**config.mk**
```make
export PLATFORM = sky130hd
export DESIGN_NAME = bert_patgen
export DESIGN_NICKNAME = d
export VERILOG_FILES = /design/src/rtl/bert_pkg.sv /design/src/rtl/bert_lfsr.sv /design/src/rtl/bert_word_engine.sv /design/src/rtl/bert_patgen.sv
export SDC_FILE = /design/constraint.sdc
export NUM_CORES = 1
export LEC_CHECK = 0
export BUFFER_PORTS_ARGS = -buffer_cell sky130_fd_sc_hd__buf_2
export CORE_ASPECT_RATIO = 0.7
export CORE_MARGIN = 2
export CORE_UTILIZATION = 53
export DETAILED_ROUTE_END_ITERATION = 8
export HOLD_SLACK_MARGIN = 0.08
export PLACE_DENSITY = 0.85
export SYNTH_ARGS = -nofsm -noshare
export SYNTH_HDL_FRONTEND = slang
export SYNTH_SLANG_ARGS = --single-unit
```
**constraint.sdc**
```tcl
create_clock -name clk -period 2.3 [get_ports clk]
set_input_delay 0.23 -clock clk [delete_from_list [all_inputs] [get_ports clk]]
set_output_delay 0.23 -clock clk [all_outputs]
set_load 0.005 [all_outputs]
```
**src/rtl/bert_pkg.sv**
```systemverilog
package bert_pkg;
  typedef enum logic [2:0] {
    PM_PRBS7  = 3'd0,
    PM_PRBS9  = 3'd1,
    PM_PRBS11 = 3'd2,
    PM_PRBS15 = 3'd3,
    PM_QRSS   = 3'd4,
    PM_REPEAT = 3'd5,
    PM_ALT    = 3'd6,
    PM_OFF    = 3'd7
  } pat_mode_e;

  localparam int LFSR_W   = 20;
  localparam int QRSS_RUN = 14;
endpackage

```
**src/rtl/bert_lfsr.sv**
```systemverilog
module bert_lfsr
  import bert_pkg::*;
#(
  parameter int RUN = QRSS_RUN
) (
  input  logic              clk,
  input  logic              rst_n,
  input  logic              load,
  input  logic              adv,
  input  pat_mode_e         mode,
  input  logic [LFSR_W-1:0] seed,
  output logic              out_bit
);
  localparam int RUN_W = $clog2(RUN + 1);
  localparam logic [RUN_W-1:0] RUN_MAX = RUN_W'(RUN);

  logic [LFSR_W-1:0] st_q, st_d;
  logic [RUN_W-1:0]  zrun_q, zrun_d;
  logic              raw;

  assign raw     = st_q[0];
  assign out_bit = raw | ((mode == PM_QRSS) && (zrun_q == RUN_MAX));

  always_comb begin
    st_d   = st_q;
    zrun_d = zrun_q;
    if (load) begin
      st_d   = seed;
      zrun_d = '0;
    end else if (adv) begin
      unique case (mode)
        PM_PRBS7:  st_d[6:0]  = {st_q[0] ^ st_q[1], st_q[6:1]};
        PM_PRBS9:  st_d[8:0]  = {st_q[0] ^ st_q[4], st_q[8:1]};
        PM_PRBS11: st_d[10:0] = {st_q[0] ^ st_q[2], st_q[10:1]};
        PM_PRBS15: st_d[14:0] = {st_q[0] ^ st_q[1], st_q[14:1]};
        PM_QRSS:   st_d       = {st_q[0] ^ st_q[3], st_q[LFSR_W-1:1]};
        default:   st_d       = st_q;
      endcase
      if (raw)                   zrun_d = '0;
      else if (zrun_q < RUN_MAX) zrun_d = zrun_q + 1'b1;
    end
  end

  always_ff @(posedge clk or negedge rst_n) begin
    if (!rst_n) begin
      st_q   <= '0;
      zrun_q <= '0;
    end else if (load || adv) begin
      st_q   <= st_d;
      zrun_q <= zrun_d;
    end
  end
endmodule

```
**src/rtl/bert_word_engine.sv**
```systemverilog
module bert_word_engine #(
  parameter int WORD_W = 32,
  parameter int CNT_W  = 8
) (
  input  logic              clk,
  input  logic              rst_n,
  input  logic              load,
  input  logic              adv,
  input  logic              alt_mode,
  input  logic [WORD_W-1:0] pat,
  input  logic [CNT_W-1:0]  words_m1,
  output logic              out_bit
);
  localparam int PTR_W = $clog2(WORD_W);
  localparam int IDX_W = PTR_W - 1;
  localparam logic [IDX_W-1:0] IDX_LAST = '1;

  logic [WORD_W-1:0] pat_q, pat_d;
  logic [PTR_W-1:0]  ptr_q, ptr_d;
  logic [CNT_W-1:0]  lim_q, lim_d;
  logic [CNT_W-1:0]  wcnt_q, wcnt_d;
  logic              sel_q, sel_d;
  logic [PTR_W-1:0]  rd_idx;

  assign rd_idx  = alt_mode ? {sel_q, ptr_q[IDX_W-1:0]} : ptr_q;
  assign out_bit = pat_q[rd_idx];

  always_comb begin
    pat_d  = pat_q;
    ptr_d  = ptr_q;
    lim_d  = lim_q;
    wcnt_d = wcnt_q;
    sel_d  = sel_q;
    if (load) begin
      pat_d  = pat;
      lim_d  = words_m1;
      ptr_d  = '0;
      wcnt_d = '0;
      sel_d  = 1'b0;
    end else if (adv) begin
      if (!alt_mode) begin
        ptr_d = ptr_q + 1'b1;
      end else begin
        ptr_d = {1'b0, ptr_q[IDX_W-1:0] + 1'b1};
        if (ptr_q[IDX_W-1:0] == IDX_LAST) begin
          if (wcnt_q == lim_q) begin
            wcnt_d = '0;
            sel_d  = ~sel_q;
          end else begin
            wcnt_d = wcnt_q + 1'b1;
          end
        end
      end
    end
  end

  always_ff @(posedge clk or negedge rst_n) begin
    if (!rst_n) begin
      pat_q  <= '0;
      ptr_q  <= '0;
      lim_q  <= '0;
      wcnt_q <= '0;
      sel_q  <= 1'b0;
    end else if (load || adv) begin
      pat_q  <= pat_d;
      ptr_q  <= ptr_d;
      lim_q  <= lim_d;
      wcnt_q <= wcnt_d;
      sel_q  <= sel_d;
    end
  end
endmodule

```
**src/rtl/bert_patgen.sv**
```systemverilog
module bert_patgen
  import bert_pkg::*;
#(
  parameter int WORD_W = 32,
  parameter int CNT_W  = 8
) (
  input  logic              clk,
  input  logic              rst_n,
  input  logic              load,
  input  logic [2:0]        mode,
  input  logic [WORD_W-1:0] pat_word,
  input  logic [CNT_W-1:0]  alt_words,
  input  logic              tx_en,
  output logic              tx_bit
);
  logic [1:0] rs_q;
  logic       rst_core_n;
  pat_mode_e  mode_q, mode_d;
  logic       adv;
  logic       lfsr_bit, word_bit;

  always_ff @(posedge clk or negedge rst_n) begin
    if (!rst_n) rs_q <= 2'b00;
    else        rs_q <= {rs_q[0], 1'b1};
  end
  assign rst_core_n = rs_q[1];

  assign adv    = tx_en & ~load;
  assign mode_d = load ? pat_mode_e'(mode) : mode_q;

  always_ff @(posedge clk or negedge rst_core_n) begin
    if (!rst_core_n) mode_q <= PM_OFF;
    else if (load)   mode_q <= mode_d;
  end

  bert_lfsr u_lfsr (
    .clk     (clk),
    .rst_n   (rst_core_n),
    .load    (load),
    .adv     (adv),
    .mode    (mode_q),
    .seed    (pat_word[LFSR_W-1:0]),
    .out_bit (lfsr_bit)
  );

  bert_word_engine #(.WORD_W(WORD_W), .CNT_W(CNT_W)) u_word (
    .clk      (clk),
    .rst_n    (rst_core_n),
    .load     (load),
    .adv      (adv),
    .alt_mode (mode_q == PM_ALT),
    .pat      (pat_word),
    .words_m1 (alt_words),
    .out_bit  (word_bit)
  );

  always_comb begin
    unique case (mode_q)
      PM_PRBS7, PM_PRBS9, PM_PRBS11, PM_PRBS15, PM_QRSS: tx_bit = lfsr_bit;
      PM_REPEAT, PM_ALT:                                 tx_bit = word_bit;
      default:                                           tx_bit = 1'b0;
    endcase
  end
endmodule

```
**Word level (Yosys, flattened, before mapping)**

Cells that the tools add are included.

- Memories: 0
- Memory bits (writable): 0
- Bits in latches: 0
- Register bits: 83
- Output and inout port bits: 1
- Memory bits (read-only): 0

- Eq/ne operators: 9
- Divide/modulo/power cells: 0
- Magnitude comparators: 2
- Add/subtract/negate cells: 4
- Shift operators: 0
- Reduce and logical (&&, ||, !) cells: 28
- $mul: 0
- Bitwise gates (word level): 8
- Mux-type cells: 28

Operator list:

| operator | number |
|---|---|
| $mux W20 | 2 |
| $mux W8 | 5 |
| $mux W5 | 5 |
| $reduce_and A3 Y1 | 6 |
| $mux W4 | 4 |
| $reduce_bool A3 Y1 | 5 |
| $pmux W7 S2 | 1 |
| $reduce_bool A2 Y1 | 5 |
| $eq A3 B3 Y1 const B | 3 |
| $add A4 B1 Y4 const B | 2 |
| $add A8 B1 Y8 const B | 1 |
| $eq A4 B4 Y1 const B | 2 |
| $eq A8 B8 Y1 | 1 |
| $pmux W2 S2 | 2 |
| $pmux W4 S2 | 1 |
| $eq A3 B2 Y1 const B | 2 |
| $lt A5 B6 Y1 const B | 1 |
| $mux W1 | 6 |
| $add A5 B1 Y5 const B | 1 |
| $bmux W1 S5 | 1 |
| $reduce_and A5 Y1 | 1 |
| $reduce_or A5 Y1 | 1 |
| $lt A4 B4 Y1 const B | 1 |
| $reduce_and A2 Y1 | 2 |
| other kinds (13) | 18 |

**Longest topological paths before layout**

Gate-level depths: netlist of run 1.

- Word-level depth: 6
- Depth in mapped cells: 7

**Modules after synthesis**

Synthesis of run 1 repeated with hierarchy kept, for this count alone.

- Cell total of the unflattened synthesis: 354
- Area total of the unflattened synthesis: 4172.8 sq um

By module, submodules not included:

| module | area each (sq um) | cells an instance | times used |
|---|---|---|---|
| bert_word_engine | 2658.8 | 212 | 1 |
| bert_lfsr | 1308.8 | 128 | 1 |
| bert_patgen | 205.2 | 14 | 1 |

**Worst setup path before layout of run 1**

OpenSTA, ideal clock, no wires.

- Path type: register to register
- From: register mode_q[1]
- To: register u_lfsr.st_q[11]
- Path slack: 609 ps
- Arrival time: 1567 ps
- Buffers on the path: 1
- Period minus slack after synthesis: 1691 ps
- Cell stages (with the launch flop): 7
- Cell sequence: dfstp_2 > buf_2 > nor2_2 > nand2_1 > nand2_1 > a21oi_1 > mux2_2

- Word-level cells in the longest chain between the ends: 3

Ends and longest elaborated chain:

| element | RTL line | RTL |
|---|---|---|
| start, declared | bert_patgen.sv:18 | `pat_mode_e mode_q, mode_d;` |
| start signal, assigned | bert_patgen.sv:33 | `else if (load) mode_q <= mode_d;` |
| $eq A3 B2 Y1 or $eq A3 B3 Y1 (tied branches) | bert_lfsr.sv:31 | `unique case (mode)` |
| $reduce_bool A3 Y1 (no line) * | - |  |
| $reduce_and A3 Y1 (no line) * | - |  |
| end signal, assigned | bert_lfsr.sv:49 | `st_q <= st_d;` |
| end, declared | bert_lfsr.sv:17 | `logic [LFSR_W-1:0] st_q, st_d;` |

Every way passes the cells marked *; elsewhere a longest branch is shown, timed or not.
A chain may end at the register's enable or synchronous reset.

**Worst setup path in the final report of run 1**

- From: register u_word.ptr_q[1]
- To: output tx_bit

- Word-level cells in the longest chain between the ends: 4

Ends and longest elaborated chain:

| element | RTL line | RTL |
|---|---|---|
| start, declared | bert_word_engine.sv:19 | `logic [PTR_W-1:0] ptr_q, ptr_d;` |
| start signal, assigned | bert_word_engine.sv:66 | `ptr_q <= ptr_d;` |
| $mux W5 | bert_word_engine.sv:25 | `assign rd_idx = alt_mode ? {sel_q, ptr_q[IDX_W-1:0]} : ptr_q;` |
| $bmux W1 S5 | bert_word_engine.sv:26 | `assign out_bit = pat_q[rd_idx];` |
| $mux W1 (implied by the code) | bert_word_engine.sv:26 |  |
| $pmux W1 S2 | bert_patgen.sv:58 | `unique case (mode_q)` |
| end, declared | bert_patgen.sv:14 | `output logic tx_bit` |

No other way between the ends. The select of a mux whose other input is x is not followed.

==> results of run 1 <==
## kinds of logic after synthesis
| logic type | count (synthesis) | share of synthesized area, % |
|---|---|---|
| AO/OA/AOI/OAI | 84 | 12.4 |
| AND/OR/NAND/NOR | 84 | 10.0 |
| flip-flops | 83 | 49.9 |
| multiplexers | 64 | 17.4 |
| buffers and inverters | 48 | 5.37 |
| XOR/XNOR | 18 | 3.78 |
| adder cells (fa/ha/maj) | 4 | 1.20 |
| other | 1 | 0.0898 |
## flip-flops by register name, summed over array words and instances, names as in the netlist, 2 cells and up
| name | count |
|---|---|
| rs_q | 2 |
| u_lfsr.st_q | 20 |
| u_word.ptr_q | 5 |
| mode_q | 3 |
| u_word.pat_q | 32 |
| u_word.wcnt_q | 8 |
| u_word.lim_q | 8 |
| u_lfsr.zrun_q | 4 |
## synth_stat cells, types with 3 or more instances
library cell   n  share of area, %
a211oi_1       5              0.90
a21oi_1       12               1.4
buf_2         12               1.4
clkbuf_1       5              0.45
dfrtp_1       80                48
dfstp_2        3               1.9
ha_1           4               1.2
inv_1         25               2.2
mux2_2        34               9.2
mux2i_1       27               6.5
nand2_1       38               3.4
nand2b_1       3              0.45
nand3_1        9               1.1
nand4_1        5              0.75
nor2_1        11              0.99
nor2b_1        4              0.60
nor3_1         4              0.48
o211ai_1       3              0.54
o21ai_0       37               4.4
o21ai_1        3              0.36
o22ai_1        3              0.45
xnor2_1        4              0.84
xor2_1        14               2.9
## worst max-delay path: stages (launching register included)
cell	delay [ns]
dfrtp_2	0.42
buf_4	0.17
mux2i_1	0.12
mux4_2	0.45
nor2b_1	0.15
o211ai_1	0.22
buf_2	0.15
## worst max-delay path by stage
stage,startpoint,end,slack (ns)
final,u_word.ptr_q[1],tx_bit,0.02
after detailed placement,u_word.ptr_q[0],u_word.sel_q,0.32
after floorplan,mode_q[1],u_lfsr.st_q[11],0.61
after global placement,u_word.ptr_q[1],tx_bit,0.39
after global routing,u_word.ptr_q[1],tx_bit,-0.05
after CTS,mode_q[2],tx_bit,0.02
## cell type report
class,instances,share of cell area [%]
clock buffers,11,2.92
clock inverters,5,1.24
inverters,26,2.01
multi-input cells,255,38.6
flip-flops and latches,83,43.1
well taps,101,2.61
repair buffers,73,9.60
## what timing repair did
action / CTS / global route
resized for setup: 3 / 3
buffers inserted: 0 / 10
setup endpoints to repair: 1 / 1
hold buffers: 6 / 3
hold endpoints to repair: 7 / 3
pin swaps: 0 / 1
## per-stage QoR
| stage | instance area (sq um) | TNS [ns] |
|---|---|---|
| floorplan | 4180 | 0 |
| global placement | 4480 | 0 |
| detailed placement | 4480 | 0 |
| CTS | 4740 | 0 |
| global route | 4850 | -0.0547 |
| finish | 4850 | 0 |
## power groups by stage
stage / sequential, mW / combinational [mW] / clock [mW]
floorplan: 1.73 / 0.418 / 0
global placement: 1.78 / 0.509 / 0
detailed placement: 1.79 / 0.537 / 0
CTS: 1.76 / 0.551 / 1.08
global route: 1.76 / 0.657 / 1.15
finish: 1.75 / 0.596 / 1.05
## per-layer routing
layer	up-vias	global-route usage, %	part of all wire (%)	wire length (um)
met1	1526	32.1	45	4210
met4	0	9.62	2.2	204
met3	19	6.48	7.6	707
met5	-	0	0	0
li1	1482	-	-	-
met2	143	33.4	45	4220
==> run_results.csv, run 1 <==
group,metric,value,unit
yosys,synth_cell_type_count,56,
flow_run,drv_cap,0,
floorplan,dieHeight,78.3,um
timing,hold_viol_final,0,
pwr,pwr-share-clk,31.0,%
cts,clock_latency,0.37,ns
finish,fin_nets,499,
finish,diodes,0,
pwr,power,3.40,mW
cts,clockRootBuffer,"clkbuf_8",
pwr,comb_power_share,17.6,%
pwr,p_leak,2.20,nW
finish,nFillCells,595,
finish,seq_area,2090,sq um
finish,area_growth,16.2,%
placement,dp.cells,519,
cts,cts_tree,"built",
cts,htree_num_levels,3,
pwr,p_sw_share,27.9,%
pwr,power.density,701,nW/um^2
timing,fin_hold_ws,0.0931,ns
critical_path,r2r_start,"u_word.ptr_q[0]",
pwr,p_switching,947,uW
global_route,first_global_vias,3015,
pwr,seq_power_share,51.4,%
floorplan,die_w,110,um
yosys,async_flop_share,100,%
critical_path,startpoint_type,"flip-flop",
global_route,antenna_found_initial,0,
route,drc,0,
cts,cts.sinks,83,
timing,finalMaxSlewViolations,0,
route,viasPerCell,5.72,
yosys,syn-cell-area,4170,sq um
timing,finalSetupViolCount,0,
global_route,grt_max_degree,58,
finish,drive_gt1_share,29.1,%
global_route,track_usage,22.9,%
pwr,ir_worst_vdd,0.000545,V
critical_path,critPathCaptureType,"output pin",
critical_path,cp_max_fo,5,
placement,pre_cts_slack,0.316,ns
status,status,"finished, final reports clean",
yosys,yosys_warnings,0,
floorplan,std_cell_rows,27,
yosys,synth_nets,437,
route,num_vias,3170,
floorplan,start_util,54.0,%
timing,worst_slew_pin_slew,0.557,ns
yosys,synth-edff-count,0,
timing,max_freq,439,MHz
yosys,avgSynthCellArea,10.8,sq um
critical_path,crit_type,"reg2out",
route,wl_per_cell,16.9,um
floorplan,coreArea,7740,sq um
hold_path,hold_class,"in2reg",
timing,final.period_utilization,99.2,%
placement,port_buffers,47,
cts,cts.clk_slew.worst_paths,0.08,ns
critical_path,cp.arrival,2.05,ns
cts,clk_path_buf_depth,2,
floorplan,design.die.area,8610,sq um
route,ant_nets,0,
yosys,synthCells,386,
finish,multi_input_area,1870,sq um
yosys,ys.flop_type,"dfrtp_1",
hold_path,worst_hold_startpoint,"pat_word[17]",
timing,setup_ws,0.0195,ns
finish,final_common_cell,"dfrtp_1",
route,routed_wl,9340,um
critical_path,reg2reg_to,"u_word.sel_q",
timing,grt_setup_unrepaired,"yes",
yosys,yosys_register_bits,83,
timing,fin_skew,0.0133,ns
finish,layout_common_cells,"dfrtp_1 (76), buf_2 (47), nand2_1 (38)",
hold_path,min_path_cells,3,
critical_path,worstPathRequired,2.07,ns
placement,gp_congestion,0.939,
finish,final_core_util,62.7,%
timing,maxSlewHeadroom,62.6,%
global_route,grt_remaining_overflow,0,
finish,fin_cells,554,
yosys,ys_seq_area_share,49.9,%
critical_path,r2r_cells,7,
critical_path,r2r_slack,0.36,ns
hold_path,whs_endpoint,"u_word.pat_q[17]",
floorplan,io_pins,48,
route,dr.pass1.iters,6,
placement,dp_hpwl,6530,um
cts,numCtsBuffers,9,
timing,fin_crit,2.28,ns
global_route,grt_pass1_wl,14700,um
route,drtIter0Drc,253,
pwr,intPower,2.45,mW
Note: power is estimated with default switching activity, not from simulation.
==> run 2: changes to the inputs <==
--- a/config.mk
+++ b/config.mk
@@ -6,9 +6,11 @@
 export NUM_CORES = 1
 export LEC_CHECK = 0
 export BUFFER_PORTS_ARGS = -buffer_cell sky130_fd_sc_hd__buf_2
+export CELL_PAD_IN_SITES_DETAIL_PLACEMENT = 1
+export CELL_PAD_IN_SITES_GLOBAL_PLACEMENT = 1
 export CORE_ASPECT_RATIO = 0.7
 export CORE_MARGIN = 2
-export CORE_UTILIZATION = 53
+export CORE_UTILIZATION = 42
 export DETAILED_ROUTE_END_ITERATION = 8
 export HOLD_SLACK_MARGIN = 0.08
 export PLACE_DENSITY = 0.85
==> run 2 against run 1 <==
The run now ends with negative setup slack left. Sequential power barely moved. Register-to-register slack got worse by 0.02 ns. Total power rose by 9.1%. Count of clock-buffer cells in the layout rose by 1.
==> run_results.csv, run 2 (synthesis gave the netlist of run 1 again) <==
group,metric,value,unit
global_route,grt-busiest-layer,"met2",
critical_path,crit_slowest_cell,"mux4_2",
timing,maxSlewHeadroom,60.3,%
finish,fin_cells,565,
finish,reg.largest.list,"u_word.pat_q x32, u_lfsr.st_q x20",
critical_path,worstPathCellList,"buf_6, mux2i_1, mux4_2, nor2b_4, o211ai_1, buf_2",
finish,max_flop_register,"u_word.pat_q",
route,drtIter0Drc,188,
finish,diodes,0,
critical_path,r2r_start,"u_word.ptr_q[0]",
finish,final_common_cell,"dfrtp_1",
critical_path,path_buf_inv,2,
hold_path,whs_endpoint,"u_word.pat_q[30]",
global_route,first_global_vias,3317,
route,routed_wl,10700,um
floorplan,std_cell_rows,30,
cts,cts_tree,"built",
cts,clk_path_buf_depth,2,
critical_path,cp_max_fo,6,
floorplan,io_pins,48,
hold_path,hold_class,"in2reg",
placement,dp_hpwl,7940,um
route,drc,0,
timing,fin_crit,2.30,ns
hold_path,worst_hold_startpoint,"pat_word[30]",
route,dr.pass1.iters,4,
cts,clockRootBuffer,"clkbuf_16",
floorplan,die_w,123,um
critical_path,cp.arrival,2.07,ns
placement,dp.cells,547,
cts,clock_latency,0.34,ns
pwr,seq_power_share,47.8,%
timing,finalMaxSlewViolations,0,
pwr,p_leak,2.18,nW
timing,grt_setup_unrepaired,"yes",
route,viasPerCell,5.44,
finish,area_growth,16.2,%
timing,fin_hold_ws,0.118,ns
floorplan,start_util,43.1,%
cts,cts.sinks,83,
global_route,track_usage,22.0,%
timing,max_freq,434,MHz
pwr,intPower,2.69,mW
critical_path,critPathCaptureType,"output pin",
status,violations,"negative setup slack",
global_route,grt_pass1_wl,17700,um
global_route,grt_remaining_overflow,0,
placement,port_buffers,47,
pwr,power.density,765,nW/um^2
critical_path,startpoint_type,"flip-flop",
critical_path,reg2reg_to,"u_word.wcnt_q[4]",
finish,largest_reg_flops,32,
global_route,groute.layer.met3.usage,4.97,%
critical_path,critPathTopFamily,"multiplexers",
pwr,comb_power_share,15.4,%
status,status,"finished with violations",
critical_path,r2r_slack,0.34,ns
hold_path,min_path_cells,2,
finish,fin_nets,483,
timing,fin_skew,0.00634,ns
cts,numCtsBuffers,9,
pwr,pwr-share-clk,36.8,%
timing,hold_viol_final,0,
placement,gp_congestion,0.857,
cts,cts.clk_slew.worst_paths,0.06,ns
global_route,grt_use_met1,30.5,%
pwr,ir_worst_vdd,0.000349,V
finish,drive_gt1_share,28.8,%
cts,htree_num_levels,3,
critical_path,worstPathRequired,2.07,ns
floorplan,coreArea,9680,sq um
flow_run,drv_cap,0,
critical_path,critPathMaxStageDelay,0.49,ns
timing,setup_ws,-0.00279,ns
pwr,p_switching,1.02,mW
floorplan,design.die.area,10800,sq um
timing,tns,-0.00279,ns
route,num_vias,3073,
critical_path,r2r_cells,6,
timing,finalSetupViolCount,1,
route,wl_per_cell,19.0,um
finish,layout_common_cells,"dfrtp_1 (78), buf_2 (47), nand2_1 (38)",
finish,final_core_util,50.1,%
global_route,grt_use_met2,34.8,%
critical_path,crit_type,"reg2out",
timing,worst_slew_pin_slew,0.590,ns
pwr,p_sw_share,27.5,%
timing,final.period_utilization,100,%
finish,nFillCells,1105,
global_route,antenna_found_initial,0,
route,ant_nets,0,
global_route,grt_max_degree,43,
floorplan,dieHeight,87.4,um
-- run 2: how the worst max path moves through the flow --
stage / startpoint / end / slack [ns] / cells after the start
global placement: u_word.ptr_q[0] / tx_bit / 0.40 / 6
CTS: u_word.ptr_q[1] / tx_bit / 0.004 / 7
finish: u_word.ptr_q[1] / tx_bit / -0.003 / 6
global route: u_word.ptr_q[1] / tx_bit / -0.08 / 7
floorplan: mode_q[1] / u_lfsr.st_q[11] / 0.61 / 6
detailed placement: u_word.ptr_q[0] / u_word.wcnt_q[4] / 0.24 / 6
-- run 2: final cells by class --
class	count	area, sq um	area share [%]
Multi-Input combinational cell	255	1890	38.9
Clock inverter	4	25.0	0.516
Sequential cell	83	2090	43.0
Tap cell	128	160	3.30
Clock buffer	12	256	5.29
Timing Repair Buffer	57	337	6.94
Inverter	26	97.6	2.01
-- run 2: routing by layer --
| layer | vias to the layer above | share of wire [%] |
|---|---|---|
| met2 | 56 | 47 |
| met5 | - | 0 |
| met4 | 0 | 1.1 |
| li1 | 1445 | - |
| met3 | 10 | 3.4 |
| met1 | 1562 | 49 |
-- run 2: timing repair --
action	4_1_cts	5_1_grt
pin swaps	0	1
hold endpoints to repair	2	0
buffers inserted	0	1
hold buffers	1	0
setup endpoints to repair	1	1
resized for setup	2	8
-- run 2: power groups by stage --
| stage | clock network, mW | registers (mW) | logic [mW] |
|---|---|---|---|
| 2_1_floorplan | 0 | 1.73 | 0.418 |
| 3_3_place_gp | 0 | 1.78 | 0.517 |
| 3_5_place_dp | 0 | 1.80 | 0.548 |
| 4_1_cts | 1.40 | 1.78 | 0.557 |
| 5_1_grt | 1.45 | 1.79 | 0.636 |
| 6_report | 1.36 | 1.77 | 0.571 |
-- run 2: worst register-to-register path: stages (launching register included) --
cell and delay [ns]:
dfrtp_2 0.47, buf_4 0.21, ha_1 0.18, nand2_1 0.12
nor3_1 0.45, o21ai_2 0.19, o31ai_2 0.25
-- run 2: stage by stage --
stage | setup WS (ns) | cell area [sq um] | power (mW)
2_1_floorplan | 0.609 | 4180 | 2.15
3_3_place_gp | 0.401 | 4520 | 2.30
4_1_cts | 0.00393 | 4820 | 3.73
6_report | -0.00279 | 4850 | 3.71
5_1_grt | -0.0759 | 4850 | 3.88
3_5_place_dp | 0.236 | 4520 | 2.35
